$ cat config.mk
export PLATFORM = sky130hd
export DESIGN_NAME = gf2_serial_divider
export DESIGN_NICKNAME = d
export VERILOG_FILES = /design/src/rtl/gf2div_pkg.sv /design/src/rtl/gf2div_deser.sv /design/src/rtl/gf2div_step_cell.sv /design/src/rtl/gf2div_stage.sv /design/src/rtl/gf2div_serout.sv /design/src/rtl/gf2_serial_divider.sv
export SDC_FILE = /design/constraint.sdc
export NUM_CORES = 1
export LEC_CHECK = 0
export ABC_AREA = 1
export CAP_MARGIN = 25
export CORE_UTILIZATION = 57
export DETAILED_ROUTE_END_ITERATION = 12
export GPL_TIMING_DRIVEN = 0
export PLACE_DENSITY_LB_ADDON = 0.3
export SLEW_MARGIN = 25
export SYNTH_ARGS = -nofsm -noshare
export SYNTH_HDL_FRONTEND = slang
export SYNTH_HIERARCHICAL = 1
export SYNTH_SLANG_ARGS = --single-unit
$ cat constraint.sdc
create_clock -name clk -period 2.42 [get_ports clk]
set_clock_uncertainty 0.05 [all_clocks]
set_input_delay 0.484 -clock clk [delete_from_list [all_inputs] [get_ports clk]]
set_output_delay 0.484 -clock clk [all_outputs]
set_load 0.1 [all_outputs]
$ cat src/rtl/gf2div_pkg.sv
package gf2div_pkg;

   // Number of iterating stages; each holds a frame for m cycles and performs
   // m GCD steps, so two stages cover the 2m steps a division can need.
   localparam int GCD_STAGES = 2;

   // Kind of step a cell applies to the current GCD state.
   typedef enum logic [1:0] {
      STEP_HOLD      = 2'd0,  // R already zero: the quotient sits in V
      STEP_HALVE     = 2'd1,  // R even: R/x, U/x mod G
      STEP_FOLD      = 2'd2,  // R odd, deg R >= deg S: fold S into R
      STEP_SWAP_FOLD = 2'd3   // R odd, deg R <  deg S: swap then fold
   } gcd_step_e;

   // Fixed input-to-output distance of the divider in cycles.
   function automatic int frame_latency(input int m);
      return 5 * m - 2;
   endfunction

endpackage

$ cat src/rtl/gf2div_deser.sv
module gf2div_deser #(
   parameter int M = 8
) (
   input  logic         clk,
   input  logic         rst_n,
   input  logic         start_i,
   input  logic         a_i,
   input  logic         b_i,
   input  logic         g_i,
   output logic         load_o,
   output logic [M-1:0] a_o,
   output logic [M-1:0] b_o,
   output logic [M-1:0] g_o
);
   localparam int CW = (M > 1) ? $clog2(M) : 1;

   logic [CW-1:0] cnt_q;
   logic          busy_q;
   logic [CW-1:0] pos;
   logic [M-2:0]  a_sh, b_sh, g_sh;

   assign pos    = start_i ? '0 : cnt_q;
   assign load_o = (start_i | busy_q) & (pos == CW'(M - 1));

   // The last coefficient is taken straight from the pins.
   assign a_o = {a_sh, a_i};
   assign b_o = {b_sh, b_i};
   assign g_o = {g_sh, g_i};

   always_ff @(posedge clk or negedge rst_n) begin
      if (!rst_n) begin
         cnt_q  <= '0;
         busy_q <= 1'b0;
         a_sh   <= '0;
         b_sh   <= '0;
         g_sh   <= '0;
      end else begin
         if (start_i) begin
            cnt_q  <= CW'(1);
            busy_q <= 1'b1;
         end else if (busy_q) begin
            if (cnt_q == CW'(M - 1)) busy_q <= 1'b0;
            cnt_q <= cnt_q + CW'(1);
         end
         a_sh <= {a_sh[M-3:0], a_i};
         b_sh <= {b_sh[M-3:0], b_i};
         g_sh <= {g_sh[M-3:0], g_i};
      end
   end

endmodule

$ cat src/rtl/gf2div_step_cell.sv
module gf2div_step_cell
   import gf2div_pkg::*;
#(
   parameter int M = 8
) (
   input  logic [M-1:0] g_i,
   input  logic [M:0]   r_i,
   input  logic [M:0]   s_i,
   input  logic [M-1:0] u_i,
   input  logic [M-1:0] v_i,
   output logic [M:0]   r_o,
   output logic [M:0]   s_o,
   output logic [M-1:0] u_o,
   output logic [M-1:0] v_o
);
   gcd_step_e   kind;
   logic [M:0]  r_fold;
   logic [M-1:0] u_half, uv_half;

   // Division by x modulo G: add G when the constant term is set, then shift.
   function automatic logic [M-1:0] half_mod(input logic [M-1:0] w,
                                             input logic [M-1:0] g);
      logic [M:0] t;
      t = {1'b0, w} ^ ({(M + 1){w[0]}} & {1'b1, g});
      return t[M:1];
   endfunction

   always_comb begin
      if (r_i == '0)
         kind = STEP_HOLD;
      else if (!r_i[0])
         kind = STEP_HALVE;
      // S has a term above the top of R exactly when S&~R exceeds R.
      else if (r_i < (s_i & ~r_i))
         kind = STEP_SWAP_FOLD;
      else
         kind = STEP_FOLD;
   end

   assign r_fold  = (r_i ^ s_i) >> 1;
   assign u_half  = half_mod(u_i, g_i);
   assign uv_half = half_mod(u_i ^ v_i, g_i);

   always_comb begin
      r_o = r_i;
      s_o = s_i;
      u_o = u_i;
      v_o = v_i;
      unique case (kind)
         STEP_HOLD: ;
         STEP_HALVE: begin
            r_o = r_i >> 1;
            u_o = u_half;
         end
         STEP_FOLD: begin
            r_o = r_fold;
            u_o = uv_half;
         end
         STEP_SWAP_FOLD: begin
            r_o = r_fold;
            u_o = uv_half;
            s_o = r_i;
            v_o = u_i;
         end
         default: ;
      endcase
   end

endmodule

$ cat src/rtl/gf2div_stage.sv
module gf2div_stage #(
   parameter int M  = 8,
   parameter int SW = 5 * M + 2
) (
   input  logic          clk,
   input  logic          rst_n,
   input  logic          load_i,
   input  logic [SW-1:0] st_i,
   output logic [SW-1:0] st_o,
   output logic          pass_o
);
   localparam int CW = (M > 1) ? $clog2(M) : 1;

   typedef struct packed {
      logic [M-1:0] g;
      logic [M:0]   r;
      logic [M:0]   s;
      logic [M-1:0] u;
      logic [M-1:0] v;
   } gcd_state_t;

   gcd_state_t    src, nxt, st_q;
   logic [CW-1:0] cnt_q;
   logic          busy_q;

   // A fresh frame takes its first step on the loading edge itself.
   assign src = load_i ? gcd_state_t'(st_i) : st_q;

   gf2div_step_cell #(.M(M)) i_cell (
      .g_i (src.g),
      .r_i (src.r),
      .s_i (src.s),
      .u_i (src.u),
      .v_i (src.v),
      .r_o (nxt.r),
      .s_o (nxt.s),
      .u_o (nxt.u),
      .v_o (nxt.v)
   );
   assign nxt.g = src.g;

   assign st_o   = st_q;
   assign pass_o = busy_q & (cnt_q == CW'(M - 1));

   always_ff @(posedge clk or negedge rst_n) begin
      if (!rst_n) begin
         st_q   <= '0;
         cnt_q  <= '0;
         busy_q <= 1'b0;
      end else begin
         st_q <= nxt;
         if (load_i) begin
            cnt_q  <= '0;
            busy_q <= 1'b1;
         end else if (busy_q) begin
            if (cnt_q == CW'(M - 1)) busy_q <= 1'b0;
            cnt_q <= cnt_q + CW'(1);
         end
      end
   end

endmodule

$ cat src/rtl/gf2div_serout.sv
module gf2div_serout #(
   parameter int M   = 8,
   parameter int DLY = 2 * M - 2
) (
   input  logic         clk,
   input  logic         rst_n,
   input  logic         load_i,
   input  logic [M-1:0] word_i,
   output logic         start_o,
   output logic         bit_o
);
   logic [M-1:0] sh_q;
   logic         st_q;

   always_ff @(posedge clk or negedge rst_n) begin
      if (!rst_n) begin
         sh_q <= '0;
         st_q <= 1'b0;
      end else begin
         st_q <= load_i;
         if (load_i) sh_q <= word_i;
         else        sh_q <= {sh_q[M-2:0], 1'b0};
      end
   end

   // Alignment to the fixed frame latency.
   generate
      if (DLY == 0) begin : g_direct
         assign start_o = st_q;
         assign bit_o   = sh_q[M-1];
      end else begin : g_delay
         logic [DLY-1:0] ds_q, db_q;
         always_ff @(posedge clk or negedge rst_n) begin
            if (!rst_n) begin
               ds_q <= '0;
               db_q <= '0;
            end else begin
               ds_q <= {ds_q[DLY-2+((DLY==1)?1:0):0], st_q} ;
               db_q <= {db_q[DLY-2+((DLY==1)?1:0):0], sh_q[M-1]};
            end
         end
         assign start_o = ds_q[DLY-1];
         assign bit_o   = db_q[DLY-1];
      end
   endgenerate

endmodule

$ cat src/rtl/gf2_serial_divider.sv
module gf2_serial_divider
   import gf2div_pkg::*;
#(
   parameter int M = 8
) (
   input  logic clk,
   input  logic rst_n,
   input  logic in_start,
   input  logic a_bit,
   input  logic b_bit,
   input  logic g_bit,
   output logic q_start,
   output logic q_bit
);
   localparam int NSTAGE = GCD_STAGES;
   localparam int SW     = 5 * M + 2;
   localparam int LAT    = frame_latency(M);
   localparam int DLY    = LAT - (NSTAGE + 1) * M;

   generate
      if (M < 3) begin : g_bad_m
         $error("gf2_serial_divider: M must be at least 3");
      end
      if (DLY < 0) begin : g_bad_dly
         $error("gf2_serial_divider: stage count exceeds latency budget");
      end
   endgenerate

   logic          in_load;
   logic [M-1:0]  a_w, b_w, g_w;
   logic [NSTAGE:0] ld;
   logic [SW-1:0] st [NSTAGE+1];

   gf2div_deser #(.M(M)) i_deser (
      .clk     (clk),
      .rst_n   (rst_n),
      .start_i (in_start),
      .a_i     (a_bit),
      .b_i     (b_bit),
      .g_i     (g_bit),
      .load_o  (in_load),
      .a_o     (a_w),
      .b_o     (b_w),
      .g_o     (g_w)
   );

   // Start state {G, R=B, S=G, U=A, V=0}; x^m of S is implied.
   assign ld[0] = in_load;
   assign st[0] = {g_w, 1'b0, b_w, 1'b1, g_w, a_w, {M{1'b0}}};

   generate
      for (genvar i = 0; i < NSTAGE; i++) begin : g_stage
         gf2div_stage #(.M(M), .SW(SW)) i_stage (
            .clk    (clk),
            .rst_n  (rst_n),
            .load_i (ld[i]),
            .st_i   (st[i]),
            .st_o   (st[i+1]),
            .pass_o (ld[i+1])
         );
      end
   endgenerate

   gf2div_serout #(.M(M), .DLY(DLY)) i_serout (
      .clk     (clk),
      .rst_n   (rst_n),
      .load_i  (ld[NSTAGE]),
      .word_i  (st[NSTAGE][M-1:0]),
      .start_o (q_start),
      .bit_o   (q_bit)
   );

endmodule

# == Yosys cells after proc, flatten, opt, wreduce, memory -nomap -nowiden ==
# Cells that the tools add are included.
# word_totals
register_bits,154
# classes
bitwise,20
n_mux,33
n_eq_ne,10
magnitude_cmp,2
addsub,3
reduce_logical,7
# ops
cell,n
2-to-1 mux 42 bit,2
bitwise AND 9 bit,6
case mux 9 bit (2 select lines),2
XOR 8 x 9 -> 9 bit,4
case mux 8 bit (2 select lines),2
2-to-1 mux 8 bit,3
2-to-1 mux 3 bit,7
zero test 9 bit,2
less-than comparator 9 bit,2
2-to-1 mux 9 bit,2
NOT 9 bit,2
XOR 9 bit,2
XOR 8 bit,2
"== test 3 bit, second input constant",4
2-to-1 mux 1 bit,11
"adder 3 x 1 -> 3 bit, second input constant",3
"== test 2 bit, second input constant",4
2-to-1 mux 2 bit,4
nonzero test 2 bit,3
"== test 2 x 1 -> 1 bit, second input constant",2
OR reduction 2 bit,2
bitwise AND 1 bit,3
OR 1 bit,1

# == Longest topological paths before layout ==
# Gate-level depths: netlist (run 1).
# logic_depth
ltp_word,13
depth_mapped,21

# == Modules after synthesis ==
# Netlist (run 1), hierarchy kept.
# by_module_without_submodules
module,area_each_um2,cells_each,n_inst
gf2div_stage,1804.2,199,2
gf2div_step_cell,1265.0,222,2
gf2div_serout,1027.2,62,1
gf2div_deser,748.2,48,1
gf2_serial_divider,7.5,2,1

# == Least setup slack after synthesis (run 1) ==
# No wires, ideal clock.
# synth_path
path_type,register -> register
startpoint,register g_stage[0].i_stage.cnt_q[0]
endpoint,"register g_stage[1].i_stage.st_q, in the netlist g_stage[1].i_stage/st_o[21]"
arrival_ps,2263
required_ps,2253
period_less_slack_ps,2429
path_slack_ps,-9
path_buffers,3
setup_ps,117
path_stages_with_launch,21
cell_sequence,dfrtp_1 > ha_1 > ha_1 > nand2_1 > inv_1 > buf_6 > inv_6 > buf_6 > nand2_1 > nand2_1 > inv_1 > ha_1 > nand2_1 > nor2_1 > nor2_2 > nand3_2 > nand2_4 > nand2_8 > buf_8 > nand2_1 > nand2_1
# synth_lines
item,line,source
from (decl),gf2div_stage.sv:23,logic [CW-1:0] cnt_q;
from (signal assigned),gf2div_stage.sv:57,cnt_q <= cnt_q + CW'(1);
to (signal assigned),gf2div_stage.sv:51,st_q <= nxt;
to (decl),gf2div_stage.sv:22,"gcd_state_t src, nxt, st_q;"

==> results of run 1 <==
[metal layers]
| metal | part of all wire [%] | global-route usage, % | vias up |
|---|---|---|---|
| met2 | 47 | 49.0 | 322 |
| met5 | 0 | 0 | - |
| li1 | - | - | 3103 |
| met1 | 40 | 39.7 | 3249 |
| met3 | 7.7 | 6.52 | 115 |
| met4 | 5.2 | 15.2 | 0 |
[area by class of cell]
type                    count  area [µm²]
plain buffers              37         402
well taps                 176         220
clock inverters             9         126
flip-flops and latches    150        3750
inverters                  56         265
fillers                   880        3290
multi-input cells         696        3980
repair buffers             73         742
clock buffers              21         460
[metrics by stage]
stage	utilization, %	hold WS, ns	cells
after global placement	61.0	0.283	1124
after global routing	75.1	0.305	1218
after CTS	71.9	0.298	1200
after detailed placement	61.3	0.285	1125
final	75.1	0.297	1218
after floorplan	-	0.138	941
[cell usage in the layout (no fill, tap or decap), drive strengths merged]
cell	n
or2	2
conb	12
dlygate4sd3	1
xor2	10
nor2	26
o21bai	2
clkinvlp	1
nand4	2
ha	38
clkbuf	23
a21oi	2
clkdlybuf4s50	3
clkinv	6
nand3b	24
nor3	2
xnor2	18
o21ai	19
nand2	458
dfrtp	150
bufinv	3
inv	55
o21a	2
dlygate4sd2	3
buf	101
nand3	79
[power by group through the flow]
stage | clock network [µW] | logic, µW | registers, µW
3_3_place_gp | 0 | 4360 | 3690
4_1_cts | 2710 | 5330 | 3700
2_1_floorplan | 0 | 3550 | 3580
6_report | 2680 | 6410 | 3760
3_5_place_dp | 0 | 4500 | 3700
5_1_grt | 2820 | 6970 | 3820
[state kept, by name, indices dropped and copies added, names as in the netlist, 2 cells and up]
register and cells:
g_stage.i_stage/busy_q 2, i_deser/g_sh 7, i_serout/g_delay.ds_q 14, i_serout/g_delay.db_q 14, i_deser/cnt_q 3, i_serout/sh_q 8
g_stage.i_stage/st_o 80, i_deser/a_sh 7, g_stage.i_stage/cnt_q 6, i_deser/b_sh 7
[worst paths after layout]
check / start / end / slack, ns / depth (start not counted)
max in group asynchronous: rst_n / g_stage[0].i_stage/st_o[8] / 1.00 / 3
worst max register to register: g_stage[0].i_stage/cnt_q[0] / g_stage[1].i_stage/st_o[17] / -0.32 / 20
worst max-delay path: g_stage[0].i_stage/cnt_q[0] / g_stage[1].i_stage/st_o[17] / -0.32 / 20
min in group asynchronous: rst_n / g_stage[1].i_stage/st_o[30] / 0.56 / 2
worst min-delay path: i_serout/st_q / i_serout/g_delay.ds_q[0] / 0.30 / 0
worst min register to register: i_serout/st_q / i_serout/g_delay.ds_q[0] / 0.30 / 0
[repair_timing]
action                                  in CTS  in global routing
endpoints found under the setup margin      43                 55
pin swaps                                   33                 54
gates resized for setup                    111                 93
hold buffers                                 1                  0
gates cloned                                 5                  1
hold endpoints to repair                    66                  0
setup buffers                               39                 21
==> results by stage, run 1 <==
Run status:
- The run finished, with violations left.
- The final reports fail on setup timing.

Floorplanning:
- The die covers 14100 µm².
- In this run the vertical extent of the chip is ~120 µm.
- The floorplan core area is roughly 13000 µm².
- The floorplan die width is 119 µm.
- For this configuration, the core starts out at a cell density of 58.6%.
- The initialized floorplan defines 42 standard-cell rows.
- The I/O pin count is 8.

Timing:
- The final count of pins violating max slew is 0.
- Summed over all failing endpoints, the final setup total negative slack is -5.33 ns.
- Setup repair after global routing could not meet its margin everywhere.
- Based on the critical path, the design can be clocked at up to 364 MHz.
- The transition time at the pin with the least slew margin is 0.946 ns.
- The routed design could run at a clock period as short as 2.74 ns.
- The number of setup violations in the final report is 28.
- The final count of hold timing violations was 0.
- The final critical path takes up 113% of the cycle.
- Headroom to the max-slew limit came out at 37.2%.
- After layout, the worst setup slack is -0.324 ns.

Placement:
- The HPWL after detailed placement is 11900 µm.
- Timing analysis after detailed placement gives a worst setup slack of -0.703 ns.
- In this run the tool buffered the top-level ports with 7 buffer cells.
- The routability congestion estimate is 0.920.
- In this run the cell area measured after placement is slightly above 8000 µm².

Hold path:
- The worst hold path belongs to the class reg -> reg.

Critical path:
- On the critical path the largest part of the delay comes from buffers and inverters.
- The slowest stage of the critical path belongs to the cell sky130_fd_sc_hd__dfrtp_1.
- The signal on the critical path passes through ha_2 > ha_4 > nand2_2 > inv_2 > buf_8 > clkinv_8 > buf_8 > nand2_2 > nand2_2 > inv_4 > ha_2 > nor2_1 > a21oi_2 > nand2_2 > clkinv_4 > buf_8 > buf_12 > buf_8 > nand3_2 > nand2_1.
- The worst setup path is launched from a flip-flop.
- Data arrives at the worst endpoint at 3.00 ns.
- The data required time at the worst endpoint is 2.68 ns.
- The setup path with the least slack is of type reg -> reg.
- The sum of buffers and inverters on the critical path is 9.
- Along the worst path, the maximum fanout reaches 5.
- The category of the worst setup path capture point is a flip-flop.
- The largest incremental delay on the critical path is 0.39 ns.

Power and ir drop:
- Dividing total power by cell area gives a power density of approximately 1300 nW/µm².
- The analysis attributes to cell leakage a power of 0.00508 µW.
- The clock network power share is 20.8%.
- The total internal power is 7570 µW.
- Summed over all nets, the switching power comes to approximately 5300 µW.
- The design draws between 10000 and 15000 µW.
- Combinational logic burns 49.9% of the power.
- In this run switching power makes up 41.1% of total power.
- Sequential cells burn 29.3% of the power.
- IR analysis of the VDD net gives a maximum drop of 688 µV.

Routing:
- Using the TritonRoute via totals, the vias-per-cell ratio works out to 5.57.
- The count of routing violations after the opening detailed-route iteration is 661.
- The routed wirelength normalized by instance count is 18.1 µm.
- The number of nets with antenna violations after detailed routing is 0.
- Summed over all layers, the routed wires come to 22100 µm.
- For this block, the via count after detailed routing is 6789.
- The post-route DRC violation count is 0.
- The detailed-router iteration count before antenna repair is 5.

Clocking:
- The cell at the root of the clock tree is sky130_fd_sc_hd__clkbuf_16.
- Clock latency on the worst-skew pair, taken at its later pin, is 0.43 ns.
- The number of buffers between clock root and the deepest sink is 2.
- The clock buffer count from CTS is 17.
- The clock-pin slew on the worst setup and hold paths is 0.06 ns.
- The CTS tree is yes.
- The H-tree generated during clock tree synthesis spans 4 levels.
- The clock sink total is 150.

Global route:
- The number of antenna violations at the first check in global routing was 0.
- The overall routing resource usage is 30.7%.
- The via count of the first global-routing pass is 6428.
- The global-route wire length before repair is 32900 µm.
- The total overflow reported by the global router is 0.
- The maximum number of pins on one net before global-route repair is 79.

Cells and area:
- Of the cells placed in the final design, the portion with a size suffix greater than 1 is 28.8%.
- From synthesis to final layout, the design area changed by 28.3%.
- The net count of the finished layout is 1075.
- 0 antenna diodes ended up in the layout.
- The finished cells cover 9950 µm².

Synthesis:
- Synthesis produced a netlist whose cell count is between 900 and 1k.
- The netlist area before placement is approximately 7800 µm².
- After synthesis, the mean cell area works out to 8.31 µm².
- The number of warning messages in the yosys log is 6.

Flow run:
- Across the run, the number of max-cap violations was 0.
(Power assumes the default switching activity.)
==> inputs of run 2 (changes only) <==
--- a/config.mk
+++ b/config.mk
@@ -7,10 +7,12 @@
 export LEC_CHECK = 0
 export ABC_AREA = 1
 export CAP_MARGIN = 25
-export CORE_UTILIZATION = 57
+export CELL_PAD_IN_SITES_DETAIL_PLACEMENT = 0
+export CELL_PAD_IN_SITES_GLOBAL_PLACEMENT = 1
+export CORE_UTILIZATION = 44
 export DETAILED_ROUTE_END_ITERATION = 12
 export GPL_TIMING_DRIVEN = 0
-export PLACE_DENSITY_LB_ADDON = 0.3
+export PLACE_DENSITY_LB_ADDON = 0.05
 export SLEW_MARGIN = 25
 export SYNTH_ARGS = -nofsm -noshare
 export SYNTH_HDL_FRONTEND = slang
==> results by stage, run 2 (synthesized netlist as in run 1, its figures left out) <==
Cells and area:
- The most common cell after layout, fill and taps aside is sky130_fd_sc_hd__nand2_1.
- In the final design database the tool counted 1084 nets.
- Leaving out fill and tap cells, the most frequent cells in the layout are sky130_fd_sc_hd__nand2_1, sky130_fd_sc_hd__dfrtp_1, sky130_fd_sc_hd__nand3_1.
- The growth of design area from synthesis to finish is 31.8%.
- Of the cells placed in the final design, the portion with a size suffix greater than 1 is 30.0%.
- The layout has 1491 filler cells.
- The number of antenna diodes in the final layout is 0.
- Summing all non-filler instances in the final layout gives an area of 10200 µm².
- The flip-flop count of the largest register after layout is 80.
- The core occupancy in the finished layout is 59.3%.

Timing:
- The number of setup violations in the final report is 16.
- The part of the cycle the worst path needs is 104%.
- The final count of hold timing violations is 0.
- The tightest slew margin relative to the limit is 36.0%.
- For this run, the top clock speed supported by timing is 396 MHz.
- For the pin with the worst max-slew slack, the measured transition is between 0.9 and 1 ns.
- Setup repair after global routing could not meet its margin everywhere.
- Across all setup checks in the final design, the least slack found is -0.108 ns.
- The final count of pins violating max slew is 0.
- After routing, the total negative slack on setup checks comes to -1.33 ns.
- The shortest period the worst path allows is 2.53 ns.

Routing:
- Once detail routing completed, the nets flagged for antenna violations numbered 0.
- After detailed routing, the total wire length is 21300 µm.
- After detailed routing, the number of vias per cell comes to 5.00.
- The count of routing violations after the opening detailed-route iteration is 452.
- After detailed routing, the number of remaining DRC violations is 0.
- Dividing the detail-routed wire length by the instance count gives 16.7 µm.
- The first detailed-routing pass took 5 iterations.
- The total number of vias is 6390.

Global route:
- The number of antenna violations at the first check in global routing was 0.
- The via count of the first global-routing pass was just over 6k.
- The total overflow reported by the global router is 0.
- The overall routing resource usage is 23.9%.
- The maximum number of pins on one net before global-route repair is 56.
- The first global-routing pass estimated 32800 µm of wire.

Placement:
- The post-DP HPWL is 13800 µm.
- In this run the tool buffered the top-level ports with 7 buffer cells.
- The routability congestion estimate is approximately 0.83.
- The cell area after placement is 8200 µm².

Clocking:
- After clock tree synthesis, the clock-pin slew on the worst setup and hold paths is 0.06 ns.
- The latest clock arrival within the worst-skew pair is 0.43 ns.
- The H-tree generated during clock tree synthesis spans 4 levels.
- The clock sink total is 150.
- The CTS tree is yes.
- Clock tree synthesis selected as its root buffer the cell sky130_fd_sc_hd__clkbuf_16.
- The number of buffers between clock root and the deepest sink is 2.
- Buffers inserted during clock tree synthesis total 17.

Flow run:
- The max-capacitance violation count is 0.

Power and ir drop:
- The peak supply drop is 635 µV.
- The total power after layout is 12800 µW.
- The ratio of total power to cell area is 1250 nW/µm².
- The reported leakage power is 0.00515 µW.

Run status:
- The run finished, with violations left.
- The checks that failed: setup timing.

Floorplanning:
- The floorplan step defined a die boundary enclosing ~18000 µm².
- The floorplan die width is 135 µm.
- The die is 135 µm tall.
- The core region is 17200 µm².
- The floorplan has 48 rows.
- The I/O pin count is 8.
- The initial utilization of the core area, before any placement, comes to between 40% and 50%.

Hold path:
- The number of stages on the worst hold path is 0.
- The worst min-delay path endpoint is i_serout/g_delay.ds_q[10].
- In this run the most critical hold path is launched from i_serout/g_delay.ds_q[9].
- In this run the worst hold path is classified as reg -> reg.

Critical path:
- For the worst setup path, the data arrival time is about 2.8 ns.
- The startpoint of the most critical register-to-register path is g_stage[0].i_stage/cnt_q[0].
- The critical path in this run is classified as reg -> reg.
- The register-to-register setup slack is -0.11 ns.
- The category of the worst setup path capture point is a flip-flop.
- The startpoint kind of the worst setup timing path is a flip-flop.
- Counting cells, the worst reg-to-reg path comes to 21.
- In this run the worst path has a maximum fanout of 7.
- The data required time at the worst endpoint is 2.68 ns.
- The worst register-to-register path ends at g_stage[1].i_stage/st_o[17].
-- run 2: cell type report --
cell class                 count  area, µm²  share of cell area [%]
sequential                   150       3750                    36.7
tap                          225        282                    2.75
clock buffer                  21        460                    4.51
inverter                      56        270                    2.64
timing repair buffer          81        878                    8.59
multi-input combinational    697       4000                    39.1
clock inverter                11        149                    1.46
buffer                        37        428                    4.19
-- run 2: timing repair --
action | CTS | global route
gates cloned | 2 | 7
endpoints found under the hold margin | 47 | 0
resized for setup | 74 | 143
endpoints found under the setup margin | 61 | 47
hold buffers | 1 | 0
buffers inserted | 40 | 26
pin swaps | 14 | 53
-- run 2: worst max-delay path, cell delays in order (launching register included) --
cell                        delay (ns)
sky130_fd_sc_hd__dfrtp_1          0.40
sky130_fd_sc_hd__ha_2             0.21
sky130_fd_sc_hd__ha_4             0.16
sky130_fd_sc_hd__nand2_2          0.05
sky130_fd_sc_hd__inv_2            0.04
sky130_fd_sc_hd__buf_12           0.14
sky130_fd_sc_hd__clkinv_8         0.07
sky130_fd_sc_hd__buf_12           0.13
sky130_fd_sc_hd__nand2_4          0.05
sky130_fd_sc_hd__nand2_4          0.07
sky130_fd_sc_hd__inv_4            0.05
sky130_fd_sc_hd__ha_4             0.15
sky130_fd_sc_hd__inv_2            0.05
sky130_fd_sc_hd__nand3_2          0.05
sky130_fd_sc_hd__nand2_1          0.07
sky130_fd_sc_hd__nand2_1          0.07
sky130_fd_sc_hd__nand3_2          0.09
sky130_fd_sc_hd__nand2_4          0.09
sky130_fd_sc_hd__buf_6            0.15
sky130_fd_sc_hd__clkbuf_16        0.16
sky130_fd_sc_hd__nand3_2          0.06
sky130_fd_sc_hd__nand2_1          0.05
-- run 2: metrics by stage --
step | std cells | setup WS (ns) | hold slack, ns
after detailed placement | 1175 | -0.800 | 0.285
after global placement | 1173 | -5.32 | 0.287
after CTS | 1249 | -0.126 | 0.297
after global routing | 1278 | -0.216 | 0.301
after floorplan | 941 | 0.0160 | 0.138
final | 1278 | -0.108 | 0.296
-- run 2: worst max-delay path by stage --
stage | from | endpoint | depth (start not counted)
after CTS | g_stage[0].i_stage/cnt_q[0] | g_stage[1].i_stage/st_o[17] | 19
after global routing | g_stage[0].i_stage/cnt_q[0] | g_stage[1].i_stage/st_o[17] | 21
after floorplan | g_stage[0].i_stage/cnt_q[0] | g_stage[1].i_stage/st_o[21] | 20
final | g_stage[0].i_stage/cnt_q[0] | g_stage[1].i_stage/st_o[17] | 21
after detailed placement | in_start | g_stage[0].i_stage/st_o[21] | 19
after global placement | rst_n | i_deser/a_sh[0] | 1
-- run 2: metal layers --
metal / vias up / track usage, % / part of all wire [%]
met1: 3108 / 32.8 / 46
met4: 0 / 8.49 / 2.2
met3: 37 / 3.79 / 3.3
li1: 3111 / - / -
met2: 134 / 38.4 / 48
met5: - / 0 / 0
-- run 2: report_power, final --
| part | switching, µW | leakage (µW) | internal, µW |
|---|---|---|---|
| clock network | 1060 | 0.000290 | 1680 |
| logic | 3600 | 0.00294 | 2710 |
| registers | 471 | 0.00192 | 3280 |
| total | 5140 | 0.00515 | 7660 |
